--- config.mk ---
export PLATFORM = sky130hd
export DESIGN_NAME = ptprog_top
export DESIGN_NICKNAME = d
export VERILOG_FILES = /design/src/rtl/ptprog_pkg.sv /design/src/rtl/ptprog_seq.sv /design/src/rtl/ptprog_regs.sv /design/src/rtl/ptprog_gate.sv /design/src/rtl/ptprog_top.sv
export SDC_FILE = /design/constraint.sdc
export NUM_CORES = 1
export LEC_CHECK = 0
export BUFFER_PORTS_ARGS = -buffer_cell sky130_fd_sc_hd__buf_2
export CAP_MARGIN = 30
export CELL_PAD_IN_SITES_DETAIL_PLACEMENT = 1
export CELL_PAD_IN_SITES_GLOBAL_PLACEMENT = 2
export CORE_ASPECT_RATIO = 1.1
export CORE_MARGIN = 8
export CORE_UTILIZATION = 32
export CTS_CLUSTER_SIZE = 40
export DETAILED_ROUTE_END_ITERATION = 8
export GPL_TIMING_DRIVEN = 0
export PLACE_DENSITY = 0.84
export SYNTH_ARGS = -nofsm -noshare
export SYNTH_HDL_FRONTEND = slang
export SYNTH_HIERARCHICAL = 1
export SYNTH_SLANG_ARGS = --single-unit
--- constraint.sdc ---
create_clock -name clk -period 2.59 [get_ports clk]
set_input_delay 0.1295 -clock clk [delete_from_list [all_inputs] [get_ports clk]]
set_output_delay 0.1295 -clock clk [all_outputs]
set_load 0.01 [all_outputs]
--- src/rtl/ptprog_pkg.sv ---
package ptprog_pkg;
  typedef enum logic [1:0] {
    ST_IDLE = 2'd0,
    ST_ADDR = 2'd1,
    ST_STB1 = 2'd2,
    ST_STB2 = 2'd3
  } seq_st_t;

  typedef enum logic [1:0] {
    TGT_NONE  = 2'd0,
    TGT_ADDR  = 2'd1,
    TGT_COUNT = 2'd2
  } tgt_t;
endpackage

--- src/rtl/ptprog_seq.sv ---
module ptprog_seq
  import ptprog_pkg::*;
#(
  parameter int REGION_W     = 2,
  parameter int ADDR_REGION  = 0,
  parameter int COUNT_REGION = 1
) (
  input  logic                clk,
  input  logic                rst,
  input  logic                attn_n,
  input  logic                dma_run,
  input  logic [REGION_W-1:0] region,
  output logic                adr_n,
  output logic                rd_n,
  output logic                rdy_n,
  output logic                busy,
  output logic                commit,
  output tgt_t                tgt
);
  seq_st_t st_q, st_d;
  tgt_t    tgt_q;

  function automatic tgt_t decode(input logic [REGION_W-1:0] r);
    if (r == REGION_W'(ADDR_REGION))       return TGT_ADDR;
    else if (r == REGION_W'(COUNT_REGION)) return TGT_COUNT;
    else                                   return TGT_NONE;
  endfunction

  always_comb begin
    st_d = st_q;
    case (st_q)
      ST_IDLE: if (!attn_n && !dma_run) st_d = ST_ADDR;
      ST_ADDR: st_d = ST_STB1;
      ST_STB1: st_d = ST_STB2;
      ST_STB2: st_d = ST_IDLE;
      default: st_d = ST_IDLE;
    endcase
  end

  always_ff @(posedge clk) begin
    if (rst) begin
      st_q  <= ST_IDLE;
      tgt_q <= TGT_NONE;
      adr_n <= 1'b1;
      rd_n  <= 1'b1;
      rdy_n <= 1'b1;
      busy  <= 1'b0;
    end else begin
      st_q  <= st_d;
      if (st_q == ST_ADDR) tgt_q <= decode(region);
      adr_n <= !(st_d == ST_ADDR);
      rd_n  <= !(st_d == ST_STB1 || st_d == ST_STB2);
      rdy_n <= !(st_d == ST_STB1 || st_d == ST_STB2);
      busy  <= (st_d != ST_IDLE);
    end
  end

  assign commit = (st_q == ST_STB2);
  assign tgt    = tgt_q;
endmodule

--- src/rtl/ptprog_regs.sv ---
module ptprog_regs
  import ptprog_pkg::*;
#(
  parameter int DATA_W = 32
) (
  input  logic              clk,
  input  logic              rst,
  input  logic              commit,
  input  tgt_t              tgt,
  input  logic [DATA_W-1:0] data_in,
  output logic [DATA_W-1:0] addr_q,
  output logic [DATA_W-1:0] count_q
);
  always_ff @(posedge clk) begin
    if (rst) begin
      addr_q  <= '0;
      count_q <= '0;
    end else if (commit) begin
      case (tgt)
        TGT_ADDR:  addr_q  <= data_in;
        TGT_COUNT: count_q <= data_in;
        default:   ;
      endcase
    end
  end
endmodule

--- src/rtl/ptprog_gate.sv ---
module ptprog_gate (
  input  logic clk,
  input  logic rst,
  input  logic dma_req,
  input  logic dma_done,
  input  logic busy,
  input  logic attn_n,
  output logic dma_start,
  output logic dma_run
);
  logic start_ok;

  assign start_ok = dma_req && !dma_run && !busy && attn_n;

  always_ff @(posedge clk) begin
    if (rst) begin
      dma_start <= 1'b0;
      dma_run   <= 1'b0;
    end else begin
      dma_start <= start_ok;
      if (start_ok)      dma_run <= 1'b1;
      else if (dma_done) dma_run <= 1'b0;
    end
  end
endmodule

--- src/rtl/ptprog_top.sv ---
module ptprog_top
  import ptprog_pkg::*;
#(
  parameter int DATA_W       = 32,
  parameter int REGION_W     = 2,
  parameter int ADDR_REGION  = 0,
  parameter int COUNT_REGION = 1
) (
  input  logic                clk,
  input  logic                rst,
  input  logic                attn_n,
  input  logic [REGION_W-1:0] region,
  input  logic [DATA_W-1:0]   data_in,
  input  logic                dma_req,
  input  logic                dma_done,
  output logic                adr_n,
  output logic                rd_n,
  output logic                rdy_n,
  output logic                busy,
  output logic                dma_start,
  output logic                dma_run,
  output logic [DATA_W-1:0]   dma_addr,
  output logic [DATA_W-1:0]   dma_count
);
  logic commit;
  tgt_t tgt;

  ptprog_seq #(
    .REGION_W    (REGION_W),
    .ADDR_REGION (ADDR_REGION),
    .COUNT_REGION(COUNT_REGION)
  ) u_seq (
    .clk    (clk),
    .rst    (rst),
    .attn_n (attn_n),
    .dma_run(dma_run),
    .region (region),
    .adr_n  (adr_n),
    .rd_n   (rd_n),
    .rdy_n  (rdy_n),
    .busy   (busy),
    .commit (commit),
    .tgt    (tgt)
  );

  ptprog_regs #(.DATA_W(DATA_W)) u_regs (
    .clk    (clk),
    .rst    (rst),
    .commit (commit),
    .tgt    (tgt),
    .data_in(data_in),
    .addr_q (dma_addr),
    .count_q(dma_count)
  );

  ptprog_gate u_gate (
    .clk      (clk),
    .rst      (rst),
    .dma_req  (dma_req),
    .dma_done (dma_done),
    .busy     (busy),
    .attn_n   (attn_n),
    .dma_start(dma_start),
    .dma_run  (dma_run)
  );
endmodule

# Yosys cells after proc, flatten, opt, wreduce, memory -nomap -nowiden
# Cells that the tools add are included.
dict set report op_classes {
  n_reduce_logical 16
  eq_ne 9
  mux 6
}
# cell count
set op_table {}
lappend op_table {{2-bit equality test (second input constant)} 5}
lappend op_table {{2-bit by 1-bit equality test with 1-bit output (second input constant)} 4}
lappend op_table {{2-bit one-hot mux with 4 select lines} 1}
lappend op_table {{2-bit 2-to-1 mux} 3}
lappend op_table {{1-bit logical NOT} 5}
lappend op_table {{1-bit logical AND} 4}
lappend op_table {{2-bit logical NOT} 2}
lappend op_table {{2-bit AND reduction} 2}
lappend op_table {{2-bit nonzero test} 2}
lappend op_table {{1-bit 2-to-1 mux} 2}
lappend op_table {{1-bit logical OR} 1}
dict set report totals {
  word_cells 40
  output_inout_bits 70
  register_bits 73
}

# Longest topological paths before layout
dict set report logic_depth {
  word_depth 7
  mapped_depth 5
  depth_no_buf 5
}

# Cells and area by module
# The synthesis kept the hierarchy.
# module cells_per_inst area_per_inst_um2 instances
set modules_own_cells {}
lappend modules_own_cells {ptprog_regs 245 2681.3 1}
lappend modules_own_cells {ptprog_seq 27 289.0 1}
lappend modules_own_cells {ptprog_gate 6 67.6 1}

# Worst setup path after synthesis
# No wires, ideal clock.
dict set report synth_path {
  kind {reg-to-reg}
  start {reg u_seq.st_q[0]}
  end {reg u_regs.addr_q[10]}
  setup_ns 0.072
  path_slack_ns 1.356
  arrival_ns 1.163
  stages_incl_launch_ff 6
  path_cell_list {dfxtp_1 ha_1 and3b_1 buf_6 buf_12 mux2i_1}
}
dict set report synth_via {
  elab_chain_len 2
}
# item line_no
set synth_lines {}
lappend synth_lines {{start, declared} ptprog_seq.sv:20} ;# seq_st_t st_q, st_d;
lappend synth_lines {{start signal, assigned} ptprog_seq.sv:49} ;# st_q <= st_d;
lappend synth_lines {{2-bit equality test} ptprog_seq.sv:58} ;# assign commit = (st_q == ST_STB2);
lappend synth_lines {{via commit} ptprog_top.sv:25} ;# logic commit;
lappend synth_lines {{2-bit AND reduction (no source line)} -}
lappend synth_lines {{end signal, assigned} ptprog_regs.sv:20} ;# TGT_ADDR: addr_q <= data_in;
lappend synth_lines {{end, declared} ptprog_regs.sv:11} ;# output logic [DATA_W-1:0] addr_q,
# The timed path passes the listed nets, and every way through them passes these cells.
# A chain may end at the register's enable or synchronous reset.

# Worst setup path after layout
dict set report layout_path {
  start {reg u_seq.st_q[1]}
  end {reg u_regs.addr_q[18]}
}
# Same word-level chain as after synthesis.

==> flow_metrics.env <==
export IMPL_die_x_um=109
export IMPL_muxShareOfSynthArea=0.214
export IMPL_cts_reportedPaths_clkPinSlew_ps=80
export IMPL_synth_edf_count=0
export IMPL_route_vias_total=2322
export IMPL_netlist_instances=278
export IMPL_rsz0062_at_grt="false"
export IMPL_postRouteAntennaNets=0
export IMPL_grt_pass1_wl_um=13100
export IMPL_die_area_mm2=0.0129
export IMPL_fin_area_mm2=0.00397
export IMPL_grt_start_max_net_pins=14
export IMPL_cp_data_required_time_ps=2860
export IMPL_synthXorXnorAreaFrac=0
export IMPL_hold_violations=0
export IMPL_die_h_um=118
export IMPL_synth_cell_types=23
export IMPL_cp_cell_sequence="ha_1 -> and3b_1 -> buf_6 -> buf_12 -> mux2i_1"
export IMPL_rrSetupSlack_ps=1190
export IMPL_cts_resized=0
export IMPL_ys_seq_area_frac=0.481
export IMPL_area_growth_pct=30.6
export IMPL_dr_pass1_iters=4
export IMPL_numCtsBuffers=9
export IMPL_synth_simple_gate_area_frac=0.231
export IMPL_setup_slack_ps=1190
export IMPL_power_leakage_uw=0.00192
export IMPL_overflow=0
export IMPL_wl_per_cell_um=15.5
export IMPL_seqCellArea_mm2=0.00146
export IMPL_grt_total_usage=0.127
export IMPL_cp_end_kind="flop"
export IMPL_critPathSlowestCell="dfxtp_1"
export IMPL_syn_num_nets=321
export IMPL_async_flop_share=0
export IMPL_hpwl_um=6060
export IMPL_multi_input_area_mm2=0.00143
export IMPL_yosys_warnings=6
export IMPL_insertion_delay_ps=340
export IMPL_startpoint_type="flop"
export IMPL_slew_viol_final=0
export IMPL_period_share=0.542
export IMPL_finClkSkew_ps=7.78
export IMPL_via_per_inst=4.47
export IMPL_clock_root_buffer="clkbuf_8"
export IMPL_cts_hold_buf=0
export IMPL_hold_path_class="in -> reg"
export IMPL_crit_arrival_ps=1670
export IMPL_final_cell_mix="110 x buf_2, 99 x nand2b_1, 73 x dfxtp_1, 65 x mux2i_1"
export IMPL_final_net_count=440
export IMPL_gp_congestion=0.690
export IMPL_initial_core_util=0.326
export IMPL_synth_compound_area_frac=0.00947
export IMPL_mostFrequentLayoutCell="buf_2"
export IMPL_place_area_mm2=0.00372
export IMPL_power_per_cell_area_mw_per_mm2=659
export IMPL_critical_path_max_stage_delay_ps=380
export IMPL_antenna_found_initial=0
export IMPL_synth_top_family_by_area="simple AND/OR/NAND/NOR gates"
export IMPL_avgSynthCellArea_um2=10.9
export IMPL_ioPinCount=109
export IMPL_pre_cts_ws_ps=1120
export IMPL_final_util=0.427
export IMPL_synth_seq_cells=73
export IMPL_maxCapViolations=0
export IMPL_cts_sink_count=73
export IMPL_nFillCells=1080
export IMPL_setup_viol=0
export IMPL_routed_wl_um=8040
export IMPL_cts_max_path_buffers=2
export IMPL_design_core_area_mm2=0.00931
export IMPL_io_buffers=108
export IMPL_diodes=0
export IMPL_synth_fa_ha_area_frac=0.0165
export IMPL_rows=37
export IMPL_max_slew_margin_rel=0.718
export IMPL_tightest_slew_ps=422
export IMPL_drc_errors=0
export IMPL_synth_ff_type="dfxtp_1"
export IMPL_cts_setup_buffers=0
export IMPL_drtIter0Drc=24
export IMPL_hold_ws_ps=42.3
export IMPL_layout_drive_gt1_share=0.333
export IMPL_crit_type="reg -> reg"
export IMPL_layout_min_cycle_time_ps=1400
export IMPL_cts_max_level=3
export IMPL_grt_pass1_vias=2662
export IMPL_netlist_area_mm2=0.00304
export IMPL_cts_tree="yes"
export IMPL_max_freq_ghz=0.712
export IMPL_outcome="completed"
export IMPL_tns_ps=0
export IMPL_ir_worst_vdd_mv=0.355
export IMPL_path_max_fanout=10
[state kept, by name, indices dropped and copies added, names as in the netlist]
name,count
u_seq/adr_n,1
u_seq/busy,1
u_regs/count_q,32
u_seq/rdy_n,1
u_gate/dma_start,1
u_seq/st_q,2
u_gate/dma_run,1
u_regs/addr_q,32
u_seq/tgt,2
[worst max-delay path, delay by kind of cell, from the launching register on]
kind / cells / cell delay (ps)
AND/OR/NAND/NOR: 1 / 190
multiplexers: 1 / 190
flip-flops: 1 / 380
buffers and inverters: 2 / 360
adder cells (fa/ha/maj): 1 / 220
[where the power goes]
part	total [uW]	switching (uW)	internal, uW
clock network	1090	425	665
logic	315	159	156
registers	1210	35.9	1170
total	2610	619	2000
[synthesized netlist by cell type (2+ instances only)]
master	number	area, um^2
mux2i_1	65	651
ha_1	4	50.1
dfxtp_1	73	1460
nand2b_1	99	619
buf_4	2	15.0
buf_12	2	40.0
inv_1	2	7.51
buf_6	3	33.8
clkbuf_1	9	33.8
buf_2	2	10.0
nor2_1	3	11.3
nand3b_1	3	22.5
[final timing paths]
check                 from           endpoint  cells past startpoint
max          u_seq/st_q[1]  u_regs/addr_q[18]                      5
min                dma_req   u_gate/dma_start                      3
max reg2reg  u_seq/st_q[1]  u_regs/addr_q[18]                      5
min reg2reg     u_seq/busy   u_gate/dma_start                      1
[layout make-up]
type,instances,share of cell area
Inverter,3,0.00284
Buffer,18,0.0334
Tap cell,117,0.0369
Clock buffer,11,0.0356
Multi-Input combinational cell,184,0.361
Sequential cell,73,0.368
Clock inverter,5,0.0259
Timing Repair Buffer,108,0.136
[layer usage]
layer | track usage | up-vias | share of wire | wire length [um]
li1 | - | 1146 | - | -
met1 | 0.145 | 1093 | 0.44 | 3500
met2 | 0.207 | 71 | 0.47 | 3740
met3 | 0.0495 | 12 | 0.082 | 658
met4 | 0.0523 | 0 | 0.017 | 140
met5 | 0 | - | 0 | 0
[cells by family after synthesis]
group,count (synthesis)
simple gates,112
fa+ha+maj,4
buf+inv,21
mux,65
flops,73
compound gates,3
[through the flow]
stage	std cells	total power, uW
after floorplan	278	1430
after global routing	519	2730
after detailed placement	503	1550
after global placement	503	1540
after CTS	519	2660
final	519	2610
No activity file was read; power rests on OpenSTA's default activity.
